--- src/rtl/intpres_pkg.sv ---
package intpres_pkg;

  typedef enum logic [2:0] {
    OP_ACCEPT  = 3'd0,
    OP_POLL    = 3'd1,
    OP_SETCPPR = 3'd2,
    OP_SETIPI  = 3'd3,
    OP_EOI     = 3'd4
  } opKind_e;

  // strobes from control to datapath
  typedef struct packed {
    logic ldCppr;        // load current priority
    logic cpprFromPend;  // current priority source: pending priority (else operand)
    logic clrPend;       // empty the pending slot
    logic ldReq;         // latch incoming request
    logic ldIpi;         // latch IPI
    logic ldMfrr;        // load IPI priority
  } dpCtl_t;

endpackage

--- src/rtl/intpres_ctrl.sv ---
module intpres_ctrl
  import intpres_pkg::*;
#(
  parameter int SRC_W  = 24,
  parameter int PRIO_W = 8,
  localparam int REG_W = PRIO_W + SRC_W
) (
  input  logic              clk,
  input  logic              rstN,
  input  logic              reqValid,
  input  logic [SRC_W-1:0]  reqSrc,
  input  logic [PRIO_W-1:0] reqPrio,
  input  logic              opValid,
  input  logic [2:0]        opCode,
  input  logic [REG_W-1:0]  opData,
  input  logic [PRIO_W-1:0] cppr,
  input  logic [SRC_W-1:0]  xisr,
  input  logic [PRIO_W-1:0] pendPrio,
  input  logic [PRIO_W-1:0] mfrr,
  input  logic              ownerValid,
  output dpCtl_t            ctl,
  output logic              rejValid,
  output logic [SRC_W-1:0]  rejSrc,
  output logic              eoiValid,
  output logic [SRC_W-1:0]  eoiSrc,
  output logic              resendReq
);

  opKind_e op;
  logic [PRIO_W-1:0] opPrio;
  logic [PRIO_W-1:0] opMfrr;
  logic pend;
  logic ipiGo;

  assign op     = opKind_e'(opCode);
  assign opPrio = opData[REG_W-1 -: PRIO_W];
  assign opMfrr = opData[PRIO_W-1:0];
  assign pend   = (xisr != '0);

  always_comb begin
    ctl       = '0;
    rejValid  = 1'b0;
    rejSrc    = '0;
    eoiValid  = 1'b0;
    eoiSrc    = '0;
    resendReq = 1'b0;
    ipiGo     = 1'b0;
    if (opValid) begin
      unique case (op)
        OP_ACCEPT: begin
          ctl.ldCppr       = 1'b1;
          ctl.cpprFromPend = 1'b1;
          ctl.clrPend      = 1'b1;
        end
        OP_SETCPPR: begin
          ctl.ldCppr = 1'b1;
          if (opPrio < cppr) begin
            if (pend && (opPrio <= pendPrio)) begin
              ctl.clrPend = 1'b1;
              rejValid    = ownerValid;
              rejSrc      = xisr;
            end
          end else if (!pend) begin
            resendReq = 1'b1;
            ipiGo     = (mfrr < opPrio);
          end
        end
        OP_SETIPI: begin
          ctl.ldMfrr = 1'b1;
          if ((opMfrr < cppr) && !(pend && (pendPrio <= opMfrr))) begin
            ipiGo    = 1'b1;
            rejValid = pend && ownerValid;
            rejSrc   = xisr;
          end
        end
        OP_EOI: begin
          ctl.ldCppr = 1'b1;
          eoiValid   = 1'b1;
          eoiSrc     = opData[SRC_W-1:0];
          if (!pend) begin
            resendReq = 1'b1;
            ipiGo     = (mfrr < opPrio);
          end
        end
        default: ;  // poll: observation only
      endcase
    end else if (reqValid) begin
      if ((reqPrio >= cppr) || (pend && (pendPrio <= reqPrio))) begin
        rejValid = 1'b1;
        rejSrc   = reqSrc;
      end else begin
        ctl.ldReq = 1'b1;
        rejValid  = pend && ownerValid;
        rejSrc    = xisr;
      end
    end
    ctl.ldIpi = ipiGo;
  end

  // one pending-slot update per cycle
  assert_slot_update_R10: assert property (@(posedge clk) disable iff (!rstN)
    $onehot0({ctl.clrPend, ctl.ldReq, ctl.ldIpi}));

  // interface contract, requests never share a cycle with an operation
  assert_no_req_during_op_R3: assert property (@(posedge clk) disable iff (!rstN)
    !(reqValid && opValid));

endmodule

--- src/rtl/intpres_dp.sv ---
module intpres_dp
  import intpres_pkg::*;
#(
  parameter int SRC_W  = 24,
  parameter int PRIO_W = 8,
  parameter int IPI_SRC = 2,
  localparam int REG_W = PRIO_W + SRC_W
) (
  input  logic              clk,
  input  logic              rstN,
  input  dpCtl_t            ctl,
  input  logic [SRC_W-1:0]  reqSrc,
  input  logic [PRIO_W-1:0] reqPrio,
  input  logic [REG_W-1:0]  opData,
  output logic [PRIO_W-1:0] cppr,
  output logic [SRC_W-1:0]  xisr,
  output logic [PRIO_W-1:0] pendPrio,
  output logic [PRIO_W-1:0] mfrr,
  output logic              ownerValid,
  output logic              cpuIrq
);

  localparam logic [PRIO_W-1:0] PRIO_NONE = {PRIO_W{1'b1}};
  localparam logic [SRC_W-1:0]  IPI_NUM   = SRC_W'(IPI_SRC);

  logic [PRIO_W-1:0] opPrio;
  logic [PRIO_W-1:0] ipiPrio;

  assign opPrio  = opData[REG_W-1 -: PRIO_W];
  assign ipiPrio = ctl.ldMfrr ? opData[PRIO_W-1:0] : mfrr;

  always_ff @(posedge clk) begin
    if (!rstN) begin
      cppr       <= '0;
      xisr       <= '0;
      pendPrio   <= PRIO_NONE;
      mfrr       <= PRIO_NONE;
      ownerValid <= 1'b0;
      cpuIrq     <= 1'b0;
    end else begin
      if (ctl.ldCppr) cppr <= ctl.cpprFromPend ? pendPrio : opPrio;
      if (ctl.ldMfrr) mfrr <= opData[PRIO_W-1:0];
      if (ctl.clrPend) begin
        xisr       <= '0;
        pendPrio   <= PRIO_NONE;
        ownerValid <= 1'b0;
        cpuIrq     <= 1'b0;
      end else if (ctl.ldIpi) begin
        xisr       <= IPI_NUM;
        pendPrio   <= ipiPrio;
        ownerValid <= 1'b0;
        cpuIrq     <= 1'b1;
      end else if (ctl.ldReq) begin
        xisr       <= reqSrc;
        pendPrio   <= reqPrio;
        ownerValid <= 1'b1;
        cpuIrq     <= 1'b1;
      end
    end
  end

  assert_irq_tracks_pending_R2: assert property (@(posedge clk) disable iff (!rstN)
    cpuIrq == (xisr != '0));

  assert_empty_slot_prio_R5: assert property (@(posedge clk) disable iff (!rstN)
    (xisr == '0) |-> (pendPrio == PRIO_NONE && !ownerValid));

  assert_req_latch_R4: assert property (@(posedge clk) disable iff (!rstN)
    ctl.ldReq |=> (xisr == $past(reqSrc) && pendPrio == $past(reqPrio) && ownerValid));

  assert_accept_clears_R5: assert property (@(posedge clk) disable iff (!rstN)
    ctl.cpprFromPend |=> (xisr == '0 && !cpuIrq && cppr == $past(pendPrio)));

endmodule

--- src/rtl/intpres_top.sv ---
module intpres_top
  import intpres_pkg::*;
#(
  parameter int SRC_W   = 24,
  parameter int PRIO_W  = 8,
  parameter int IPI_SRC = 2,
  localparam int REG_W  = PRIO_W + SRC_W
) (
  input  logic              clk,
  input  logic              rstN,
  input  logic              reqValid,
  input  logic [SRC_W-1:0]  reqSrc,
  input  logic [PRIO_W-1:0] reqPrio,
  input  logic              opValid,
  input  logic [2:0]        opCode,
  input  logic [REG_W-1:0]  opData,
  output logic              cpuIrq,
  output logic [REG_W-1:0]  regOut,
  output logic [PRIO_W-1:0] ipiOut,
  output logic              rejValid,
  output logic [SRC_W-1:0]  rejSrc,
  output logic              eoiValid,
  output logic [SRC_W-1:0]  eoiSrc,
  output logic              resendReq
);

  dpCtl_t            ctl;
  logic [PRIO_W-1:0] cppr;
  logic [SRC_W-1:0]  xisr;
  logic [PRIO_W-1:0] pendPrio;
  logic [PRIO_W-1:0] mfrr;
  logic              ownerValid;

  intpres_ctrl #(.SRC_W(SRC_W), .PRIO_W(PRIO_W)) ctrl_i (
    .clk(clk), .rstN(rstN),
    .reqValid(reqValid), .reqSrc(reqSrc), .reqPrio(reqPrio),
    .opValid(opValid), .opCode(opCode), .opData(opData),
    .cppr(cppr), .xisr(xisr), .pendPrio(pendPrio), .mfrr(mfrr),
    .ownerValid(ownerValid), .ctl(ctl),
    .rejValid(rejValid), .rejSrc(rejSrc),
    .eoiValid(eoiValid), .eoiSrc(eoiSrc), .resendReq(resendReq)
  );

  intpres_dp #(.SRC_W(SRC_W), .PRIO_W(PRIO_W), .IPI_SRC(IPI_SRC)) dp_i (
    .clk(clk), .rstN(rstN), .ctl(ctl),
    .reqSrc(reqSrc), .reqPrio(reqPrio), .opData(opData),
    .cppr(cppr), .xisr(xisr), .pendPrio(pendPrio), .mfrr(mfrr),
    .ownerValid(ownerValid), .cpuIrq(cpuIrq)
  );

  assign regOut = {cppr, xisr};
  assign ipiOut = mfrr;

endmodule

--- config.mk ---
export PLATFORM = sky130hd
export DESIGN_NAME = intpres_top
export DESIGN_NICKNAME = d
export VERILOG_FILES = /design/src/rtl/intpres_pkg.sv /design/src/rtl/intpres_ctrl.sv /design/src/rtl/intpres_dp.sv /design/src/rtl/intpres_top.sv
export SDC_FILE = /design/constraint.sdc
export NUM_CORES = 1
export LEC_CHECK = 0
export BUFFER_PORTS_ARGS = -buffer_cell sky130_fd_sc_hd__buf_4
export CAP_MARGIN = 20
export CORE_AREA = 2 2 114 72
export DETAILED_ROUTE_END_ITERATION = 8
export DIE_AREA = 0 0 116 74
export GPL_TIMING_DRIVEN = 0
export PLACE_DENSITY = 0.93
export SLEW_MARGIN = 20
export SYNTH_ARGS = -nofsm -noshare
export SYNTH_HDL_FRONTEND = slang
export SYNTH_SLANG_ARGS = --single-unit
export TNS_END_PERCENT = 100
--- constraint.sdc ---
create_clock -name clk -period 7.2 [get_ports clk]
set_input_delay 1.44 -clock clk [delete_from_list [all_inputs] [get_ports clk]]
set_output_delay 1.44 -clock clk [all_outputs]
set_load 0.02 [all_outputs]
==> qor.csv <==
stage,metric,value,unit
power_and_ir_drop,Net Sw Frac,33.9,%
routing,M1 WL,5.78,mm
clock_network,Clock Latency Late Sink,0.30,ns
synthesis,Synth top area share,26.3,%
routing,max layer used,met4,
clock_network,clock root buffer master,clkbuf_16,
global_routing,Total Routing Usage GR,31.1,%
floorplanning,full die area,0.00858,mm^2
synthesis,cell count after synthesis,460,
timing,unrepaired setup endpoints after global routing,no,
power_and_ir_drop,PwrDens,158,mW/mm^2
global_routing,first-pass GRT wire length,20.3,mm
worst_setup_path,Crit Path Class,in2out,
synthesis,Syn Std Cell Area,0.00380,mm^2
cells_and_area,antenna cell count,0,
timing,Setup Viol. Count Final,0,
clock_network,# H-tree levels,2,
power_and_ir_drop,maximum VDD drop,0.000102,V
timing,max frequency,184,MHz
routing,DRC Markers,1,
placement,dpl cells,729,
synthesis,fraction of registers with async set/reset,0,%
synthesis,top-count cell post-synth,ha_1,
cells_and_area,fillers,582,
synthesis,Commonest cells post-synth,"ha_1, dfxtp_1, nor2_1",
floorplanning,Rows,25,
synthesis,prevailing post-synth register cell,dfxtp_1,
floorplanning,Die W,116,um
routing,WL final,13.8,mm
cells_and_area,nets,752,
clock_network,Worst-path clk slew,0.06,ns
clock_network,clock sink count,50,
clock_network,Max Root-Sink Buffers,2,
routing,Vias per Instance,5.92,
worst_setup_path,crit path DAT,3.98,ns
floorplanning,Core ar.,0.00757,mm^2
hold_path,Min-Delay Path Class,reg2reg,
floorplanning,Die Y,74,um
clock_network,post-CTS setup buffers,0,
power_and_ir_drop,Flop pwr share,37.1,%
clock_network,CTS resizes,0,
routing,met2 routed WL,6.03,mm
power_and_ir_drop,Psw,0.283,mW
synthesis,post-synth cell types,42,
power_and_ir_drop,Logic pwr share,34.3,%
worst_setup_path,worst-path fanout max,10,
cells_and_area,area growth from synthesis to layout,39.2,%
synthesis,synth warn,0,
routing,drt wl/cell,18.7,um
clock_network,cts hold-fix bufs,0,
placement,Placer Congestion,1.04,
global_routing,initial antenna violation count,0,
clock_network,TritonCTS Buffers,5,
routing,drt pass-1 iters,7,
synthesis,Area contributors post-synth,"dfxtp_1, ha_1, mux2i_1, a22o_1, nor2_1",
timing,fin crit share,75.3,%
worst_setup_path,CP endpoint kind,output pin,
placement,pre-CTS WS,1.85,ns
synthesis,sequential area share after synthesis,26.3,%
timing,skew final,0.00995,ns
clock_network,CTS tree,built,
timing,fin. max-slew vios,0,
synthesis,"area leader, netlist",dfxtp_1,
timing,Slew @ Worst Pin,1.11,ns
floorplanning,Initial Utilization,50.2,%
synthesis,Mean Syn Cell Area,8.26,um^2
timing,post-route worst setup slack,1.78,ns
floorplanning,# IOs,163,
global_routing,largest net degree at the start of global routing,15,
synthesis,Post-synth EDFFs,0,
routing,"antenna viol nets, final",0,
worst_setup_path,Worst EP required,5.76,ns
run_status,failing checks,DRC,
global_routing,vias in the first global route,3966,
run_status,outcome,"complete, but fails checks",
worst_setup_path,Critical Path Start Type,primary input,
run,maxcap violations,0,
placement,DP HPWL,11.2,mm
cells_and_area,fraction of layout cells with a size suffix above 1,30.7,%
synthesis,synthesis-stage register bit count,50,
routing,met3 routed WL,1.74,mm
power_and_ir_drop,leakage dissipation,2.63,nW
power_and_ir_drop,Clock Power Share,28.6,%
timing,total negative slack,0,ns
timing,min cycle time layout,5.42,ns
timing,"Hold Violations, Final",0,
cells_and_area,fin cells,737,
synthesis,Syn Nets,584,
timing,Max-slew headroom,25.7,%
placement,number of buffers added on ports,161,
routing,via count,4363,
routing,Initial DRC Count,506,
power_and_ir_drop,Internal Power,0.554,mW
global_routing,GRT overflow,0,
path summary, 6_finish.rpt:
kind / startpoint / to / slack (ns) / depth (start not counted)
setup / recovery: reqPrio[1] / rejSrc[4] / 1.78 / 11
hold / removal: dp_i.ownerValid / dp_i.ownerValid / 0.50 / 2
setup reg to reg: dp_i.xisr[16] / dp_i.pendPrio[1] / 4.36 / 8
hold reg to reg: dp_i.ownerValid / dp_i.ownerValid / 0.50 / 2
worst max-delay path, cell delays in order:
cell      delay (ns)
buf_4           0.11
inv_1           0.04
ha_1            0.30
nor2b_1         0.15
o211ai_1        0.16
a21oi_1         0.11
or3_1           0.36
a21oi_1         0.52
clkbuf_1        0.43
a22o_1          0.22
buf_4           0.14
layout by cell type, fill, tap and decap left out, types with 2 or more instances in the layout:
master,instances
nand4_1,7
nor3_1,13
nand2b_1,9
ha_1,53
dfxtp_1,50
o21a_1,2
o211ai_1,15
and2_1,17
a211o_1,3
nand2_1,28
o211a_1,9
a221oi_1,9
nor3b_1,2
o311a_1,2
buf_6,2
nor4_1,7
nor2b_1,4
buf_4,164
nor2_1,43
o21ai_0,17
nor2_2,10
a22o_1,24
o21ai_1,5
a21oi_1,30
buf_2,7
a211oi_1,2
mux2i_1,24
clkbuf_1,11
inv_1,40
clkbuf_16,5
layout make-up:
cell class	count	area [um^2]	share of cell area, %
timing repair buffer	161	1210	22.8
multi-input combinational	347	2530	47.8
inverter	40	150	2.84
clock buffer	7	143	2.70
buffer	23	121	2.29
clock inverter	1	5.00	0.0946
tap	108	135	2.55
sequential	50	1000	18.9
through the flow:
stage / power [mW] / hold slack (ns) / area, um^2 / util [%]
floorplan: 0.474 / 0.441 / 3800 / -
global placement: 0.578 / 0.454 / 5140 / 68.0
detailed placement: 0.593 / 0.484 / 5140 / 68.0
CTS: 0.830 / 0.497 / 5290 / 69.9
global route: 0.872 / 0.522 / 5290 / 69.9
finish: 0.837 / 0.498 / 5290 / 69.9
flip-flops by register name, summed over array words and instances (netlist names):
signal / count
dp_i.cppr: 8
dp_i.cpuIrq: 1
dp_i.mfrr: 8
dp_i.ownerValid: 1
dp_i.pendPrio: 8
dp_i.xisr: 24
routing by layer:
metal  global-route usage, %  vias up
met5                       0        -
met1                    44.8     2055
li1                        -     2002
met4                    10.2        0
met3                    8.56       34
met2                    45.3      272
power groups by stage:
| stage | logic (mW) | clock network (mW) | registers (mW) |
|---|---|---|---|
| floorplan | 0.154 | 0 | 0.321 |
| global placement | 0.264 | 0 | 0.314 |
| detailed placement | 0.278 | 0 | 0.315 |
| CTS | 0.280 | 0.241 | 0.309 |
| global route | 0.308 | 0.253 | 0.311 |
| finish | 0.287 | 0.240 | 0.310 |
kinds of logic after synthesis:
kind of cell,Yosys count,share of synthesized area (%)
multiplexers,24,6.32
buffers and inverters,63,7.14
AND/OR/NAND/NOR,147,19.5
flip-flops,50,26.3
adder cells (fa/ha/maj),53,17.4
AO/OA/AOI/OAI,123,23.3
No activity file was read; power rests on OpenSTA's default activity.
